## config.mk

```make
export PLATFORM = sky130hd
export DESIGN_NAME = mtx_transpose4
export DESIGN_NICKNAME = d
export VERILOG_FILES = /design/src/rtl/mtx_pkg.sv /design/src/rtl/mtx_unpack_pair.sv /design/src/rtl/mtx_unpack_stage.sv /design/src/rtl/mtx_stage_reg.sv /design/src/rtl/mtx_transpose4.sv
export SDC_FILE = /design/constraint.sdc
export NUM_CORES = 1
export LEC_CHECK = 0
export BUFFER_PORTS_ARGS = -buffer_cell sky130_fd_sc_hd__buf_2
export CAP_MARGIN = 10
export CORE_AREA = 2 2 398 400
export CTS_BUF_LIST = sky130_fd_sc_hd__clkbuf_16
export DETAILED_ROUTE_END_ITERATION = 6
export DIE_AREA = 0 0 400 402
export PLACE_DENSITY = 0.36
export SLEW_MARGIN = 20
export SYNTH_ARGS = -nofsm -noshare
export SYNTH_HDL_FRONTEND = slang
export SYNTH_SLANG_ARGS = --single-unit
```

## constraint.sdc

```tcl
create_clock -name clk -period 1.9 [get_ports clk]
set_input_delay 0.285 -clock clk [delete_from_list [all_inputs] [get_ports clk]]
set_output_delay 0.285 -clock clk [all_outputs]
set_load 0.01 [all_outputs]
```

## src/rtl/mtx_pkg.sv

```systemverilog
`timescale 1ns/1ps
package mtx_pkg;
   // How the four unpack results of a stage are ordered on its outputs.
   // SPLIT: lo(0,1), lo(2,3), hi(0,1), hi(2,3)
   // ADJ:   lo(0,1), hi(0,1), lo(2,3), hi(2,3)
   typedef enum logic {
      ORD_SPLIT = 1'b0,
      ORD_ADJ   = 1'b1
   } pair_order_e;
endpackage

```

## src/rtl/mtx_unpack_pair.sv

```systemverilog
`timescale 1ns/1ps
// Interleaves two half rows piece by piece: out = {a0, b0, a1, b1, ...}
module mtx_unpack_pair #(
   parameter int ELEM_W = 32,
   parameter int LANES  = 4,
   parameter int GRAN   = 1,
   localparam int HALF_W = (LANES / 2) * ELEM_W,
   localparam int ROW_W  = LANES * ELEM_W
) (
   input  logic [HALF_W-1:0] a_half,
   input  logic [HALF_W-1:0] b_half,
   output logic [ROW_W-1:0]  row_o
);
   localparam int PIECE_W = GRAN * ELEM_W;
   localparam int PIECES  = (LANES / 2) / GRAN;

   if ((LANES / 2) % GRAN != 0) begin : g_bad_gran
      $error("mtx_unpack_pair: GRAN must divide half the lane count");
   end

   for (genvar k = 0; k < PIECES; k++) begin : g_piece
      assign row_o[(2*k)*PIECE_W   +: PIECE_W] = a_half[k*PIECE_W +: PIECE_W];
      assign row_o[(2*k+1)*PIECE_W +: PIECE_W] = b_half[k*PIECE_W +: PIECE_W];
   end
endmodule

```

## src/rtl/mtx_unpack_stage.sv

```systemverilog
`timescale 1ns/1ps
// Four pairwise unpack units over four rows at one granularity.
module mtx_unpack_stage
   import mtx_pkg::*;
#(
   parameter int          ELEM_W = 32,
   parameter int          LANES  = 4,
   parameter int          GRAN   = 1,
   parameter pair_order_e ORDER  = ORD_SPLIT,
   localparam int ROW_W  = LANES * ELEM_W
) (
   input  logic [3:0][ROW_W-1:0] rows_i,
   output logic [3:0][ROW_W-1:0] rows_o
);
   localparam int HALF_W = ROW_W / 2;

   for (genvar g = 0; g < 4; g++) begin : g_unit
      // Which row pair feeds output g, and which half of it.
      localparam int SRC  = (ORDER == ORD_SPLIT) ? (g % 2) : (g / 2);
      localparam int HIGH = (ORDER == ORD_SPLIT) ? (g / 2) : (g % 2);
      localparam int LSB  = HIGH * HALF_W;

      logic [HALF_W-1:0] a_h;
      logic [HALF_W-1:0] b_h;
      assign a_h = rows_i[2*SRC][LSB +: HALF_W];
      assign b_h = rows_i[2*SRC+1][LSB +: HALF_W];

      mtx_unpack_pair #(
         .ELEM_W (ELEM_W),
         .LANES  (LANES),
         .GRAN   (GRAN)
      ) u_pair (
         .a_half (a_h),
         .b_half (b_h),
         .row_o  (rows_o[g])
      );
   end
endmodule

```

## src/rtl/mtx_stage_reg.sv

```systemverilog
`timescale 1ns/1ps
// Pipeline register with a valid flag; loads only when en is high.
module mtx_stage_reg #(
   parameter int W = 512
) (
   input  logic         clk,
   input  logic         rst_n,
   input  logic         en,
   input  logic         valid_i,
   input  logic [W-1:0] data_i,
   output logic         valid_o,
   output logic [W-1:0] data_o
);
   always_ff @(posedge clk or negedge rst_n) begin
      if (!rst_n) begin
         valid_o <= 1'b0;
      end else if (en) begin
         valid_o <= valid_i;
      end
   end

   always_ff @(posedge clk) begin
      if (en) begin
         data_o <= data_i;
      end
   end
endmodule

```

## src/rtl/mtx_transpose4.sv

```systemverilog
`timescale 1ns/1ps
module mtx_transpose4
   import mtx_pkg::*;
#(
   parameter int ELEM_W = 32,
   parameter int LANES  = 4,
   localparam int ROW_W = LANES * ELEM_W
) (
   input  logic             clk,
   input  logic             rst_n,
   input  logic             in_valid,
   output logic             in_ready,
   input  logic [ROW_W-1:0] in_row0,
   input  logic [ROW_W-1:0] in_row1,
   input  logic [ROW_W-1:0] in_row2,
   input  logic [ROW_W-1:0] in_row3,
   output logic             out_valid,
   input  logic             out_ready,
   output logic [ROW_W-1:0] out_row0,
   output logic [ROW_W-1:0] out_row1,
   output logic [ROW_W-1:0] out_row2,
   output logic [ROW_W-1:0] out_row3
);
   localparam int MAT_W = 4 * ROW_W;

   if (LANES != 4) begin : g_bad_lanes
      $error("mtx_transpose4: LANES must be 4");
   end
   if (ELEM_W < 1) begin : g_bad_width
      $error("mtx_transpose4: ELEM_W must be positive");
   end

   // One enable for both registers: a stall freezes the whole pipe.
   logic advance;
   assign advance  = out_ready;
   assign in_ready = advance;

   logic [3:0][ROW_W-1:0] in_rows;
   assign in_rows = {in_row3, in_row2, in_row1, in_row0};

   // Step one: lane interleave, corner 2x2 blocks transposed in place.
   logic [3:0][ROW_W-1:0] s1_comb;
   mtx_unpack_stage #(
      .ELEM_W (ELEM_W),
      .LANES  (LANES),
      .GRAN   (1),
      .ORDER  (ORD_SPLIT)
   ) u_step1 (
      .rows_i (in_rows),
      .rows_o (s1_comb)
   );

   logic                  s1_valid;
   logic [3:0][ROW_W-1:0] s1_rows;
   mtx_stage_reg #(.W(MAT_W)) u_reg1 (
      .clk     (clk),
      .rst_n   (rst_n),
      .en      (advance),
      .valid_i (in_valid),
      .data_i  (s1_comb),
      .valid_o (s1_valid),
      .data_o  (s1_rows)
   );

   // Step two: half-row interleave, off-diagonal blocks swapped.
   logic [3:0][ROW_W-1:0] s2_comb;
   mtx_unpack_stage #(
      .ELEM_W (ELEM_W),
      .LANES  (LANES),
      .GRAN   (2),
      .ORDER  (ORD_ADJ)
   ) u_step2 (
      .rows_i (s1_rows),
      .rows_o (s2_comb)
   );

   logic [3:0][ROW_W-1:0] s2_rows;
   mtx_stage_reg #(.W(MAT_W)) u_reg2 (
      .clk     (clk),
      .rst_n   (rst_n),
      .en      (advance),
      .valid_i (s1_valid),
      .data_i  (s2_comb),
      .valid_o (out_valid),
      .data_o  (s2_rows)
   );

   assign out_row0 = s2_rows[0];
   assign out_row1 = s2_rows[1];
   assign out_row2 = s2_rows[2];
   assign out_row3 = s2_rows[3];
endmodule

```

* After elaboration in Yosys (flattened, before gate mapping)
Index checks and enable logic that the tools add are counted.
Word-level totals: logic and storage cells 4, bits in registers 1026

* Depth between registers and ports, before layout
depth in word-level cells 0, mapped depth 1

* Hierarchy
From an unflattened synthesis, not the netlist that was laid out.
Second synthesis, totals: cell total of the unflattened synthesis 2053, area, all modules 38524.4 µm²
By module, submodules not included:
- mtx_stage_reg | cells an instance 514, area an instance 15414.8 µm², times used 2
- mtx_unpack_pair | cells an instance 128, area an instance 960.9 µm², times used 8
- mtx_transpose4 | cells an instance 1, area an instance 7.5 µm², times used 1

* Worst setup path after synthesis
Ideal clock, no wire load.
kind register to register, from register, netlist name u_reg2.valid_o, to register u_reg2.valid_o, library setup time 125 ps, period minus slack after synthesis 769 ps, path buffers 0, data arrival time 645 ps, path slack 1131 ps, data required time 1775 ps, cell stages (with the launch flop) 2, cells stage by stage dfrtp_1 > mux2_2
RTL lines:
- to (signal assigned) | line mtx_stage_reg.sv:18 | valid_o <= valid_i;
- to (decl) | line mtx_stage_reg.sv:11 | output logic valid_o,

* Final worst setup path
from register u_reg2.data_o[104], to output port out_row0[104]
RTL lines:
- from (decl) | line mtx_stage_reg.sv:12 | output logic [W-1:0] data_o
- from (signal assigned) | line mtx_stage_reg.sv:24 | data_o <= data_i;
- to (decl) | line mtx_transpose4.sv:19 | output logic [ROW_W-1:0] out_row0,
No word-level cell between the ends.

==> flow_summary.ini <==
[outcome]
outcome = complete, no violations

[placed_design]
place_ws_ns = 0.252
place_area_um2 = 39200
hpwl_mm = 70.0
portBuffers = 1029
dpl.cell_count = 4185
place_congestion = 0.854

[synth]
syn-num-nets = 1545
avgSynthCellArea_um2 = 30.0
syn_inst = 1029
synthesis.area_um2 = 30800
ys_ff_latch = 1026
ys.warnings.count = 0
synth_cell_types = 4
ys_seq_area_share_pct = 99.9

[sta]
timing.final.ws_setup_ns = 0.227
fin_crit_sh_pct = 88.1
grt_setup_unrepaired = false
slew_violations = 0
fmax_mhz = 598
setup_viol = 0
worstMarginPinSlew_ns = 0.542
skew_ns = 0.0272
fin_setup_tns_ns = 0
fin_crit_ns = 1.67
hold_viol_final = 0
whs_ns = 0.237
slew_headroom_pct = 63.8

[critical_path]
crit_path_start_kind = flip-flop
slowest_stage = edfxtp_1
path_cells = buf_2
crit_family = flip-flops
endpoint_kind = primary output
critPathRequiredTime_ns = 1.62
crit_type = flip-flop to primary output
cp.buffers_inverters = 1
cp_max_fo = 1
max_stage_delay_ns = 0.50
critical_path_arrival_ns = 1.39

[detailed_routing]
highest_layer = met5
viasPerCell = 3.44
wl_mm = 93.4
m1WireLength_mm = 34.9
wl_met2_mm = 48.2
wl_met3_mm = 8.08
dr.pass1.iters = 5
ant_nets = 0
detail_route.iter0.violations = 1102
drc = 0
wl_per_cell_um = 19.0
route.vias.total = 16896

[grt]
grt_pass1_wl_mm = 129
grt_max_degree = 65
grt_pass1_vias = 18555
gr-usage-all-layers_pct = 11.2
antenna_found_initial = 20
overflow = 0

[clock_tree]
root_buffer = clkbuf_16
clockBufferDepth = 3
cts_tree = yes
htreeDepth = 3
numCtsBuffers = 114
path_clk_slew_ns = 0.06
postCtsSetupBuffers = 0
ctsResizeCount = 0
clkSinkCount = 1026
cts-hold-fix-buffers = 515
worstSkewPairLatency_ns = 0.71

[floorplanning]
die_w_um = 400
core.rowCount = 146
coreArea_um2 = 157000
start_util_pct = 19.6
ios = 1030
die_area_um2 = 161000
die_height_um = 402

[cells_and_area]
stdcell_area_um2 = 48000
nNetsFinal = 3260
final_cells = 4914
syn_to_final_growth_pct = 55.6
finish.utilization_pct = 30.5
layout-drive-gt1-share_pct = 44.0

[power_and_ir_drop]
power_mw = 51.9
p_leak_nw = 18.5
p_per_area_nw_per_um2 = 1080
vdd_drop_max_mv = 0.735

[run]
cap_violations = 0

[hold_path]
hp-class = input port to flip-flop
==> layer usage <==
| layer | global-route usage (%) | vias up |
|---|---|---|
| met3 | 4.06 | 126 |
| met4 | 3.30 | 8 |
| met5 | 0 | - |
| met1 | 12.3 | 8397 |
| met2 | 19.9 | 685 |
| li1 | - | 7680 |
==> cell usage in the layout (no fill, tap or decap) <==
cell type / Yosys / routed
bufinv_16: 0 / 8
dlygate4sd3_1: 0 / 515
mux2_2: 2 / 2
clkinvlp_4: 0 / 2
inv_1: 0 / 26
buf_12: 0 / 15
clkinv_1: 0 / 22
buf_4: 1 / 41
clkbuf_16: 0 / 115
inv_6: 0 / 3
clkinv_16: 0 / 4
clkinv_4: 0 / 2
dfrtp_1: 2 / 2
diode_2: 0 / 3
buf_8: 0 / 1
clkinv_2: 0 / 29
buf_2: 0 / 1028
edfxtp_1: 1024 / 1024
==> final cells by class <==
cell class / count / area [µm²]
fill: 15643 / 109000
sequential: 1026 / 30800
timing repair buffer: 1600 / 10900
clock buffer: 115 / 2880
tap: 2072 / 2590
clock inverter: 96 / 744
multi-input combinational: 2 / 22.5
antenna: 3 / 7.51
==> path summary, 6_finish.rpt <==
check                                    from            endpoint  slack, ns  cells after the start
setup / recovery           u_reg2.data_o[104]       out_row0[104]       0.23                      1
hold / removal                      out_ready  u_reg2.data_o[332]       0.24                      2
setup reg to reg           u_reg1.data_o[228]  u_reg2.data_o[228]       1.10                      0
hold reg to reg            u_reg1.data_o[116]  u_reg2.data_o[180]       0.41                      0
max in group asynchronous               rst_n      u_reg2.valid_o       1.32                      3
min in group asynchronous               rst_n      u_reg1.valid_o       0.45                      3
==> synthesized netlist by cell type <==
library cell	instances	area share (%)
mux2_2	2	0.073
dfrtp_1	2	0.16
edfxtp_1	1024	100
buf_4	1	0.024
==> registers in the layout (all words and copies together) (netlist names) <==
| name | count |
|---|---|
| u_reg1.data_o | 512 |
| u_reg2.data_o | 512 |
| u_reg1.valid_o | 1 |
| u_reg2.valid_o | 1 |
==> power by group <==
| group | leakage [nW] | internal [mW] | switching, mW |
|---|---|---|---|
| clock network | 1.88 | 12.1 | 9.03 |
| logic | 6.55 | 1.65 | 1.77 |
| registers | 10.0 | 26.9 | 0.515 |
==> cell families (layout without fill, tap and decap cells) <==
family       Yosys count  after routing  share of synthesized area (%)
flops               1026           1026                           99.9
buf+inv                1           1811                         0.0244
mux                    2              2                         0.0730
other cells            0              3                              0
Power figures use the tool's default switching activity.
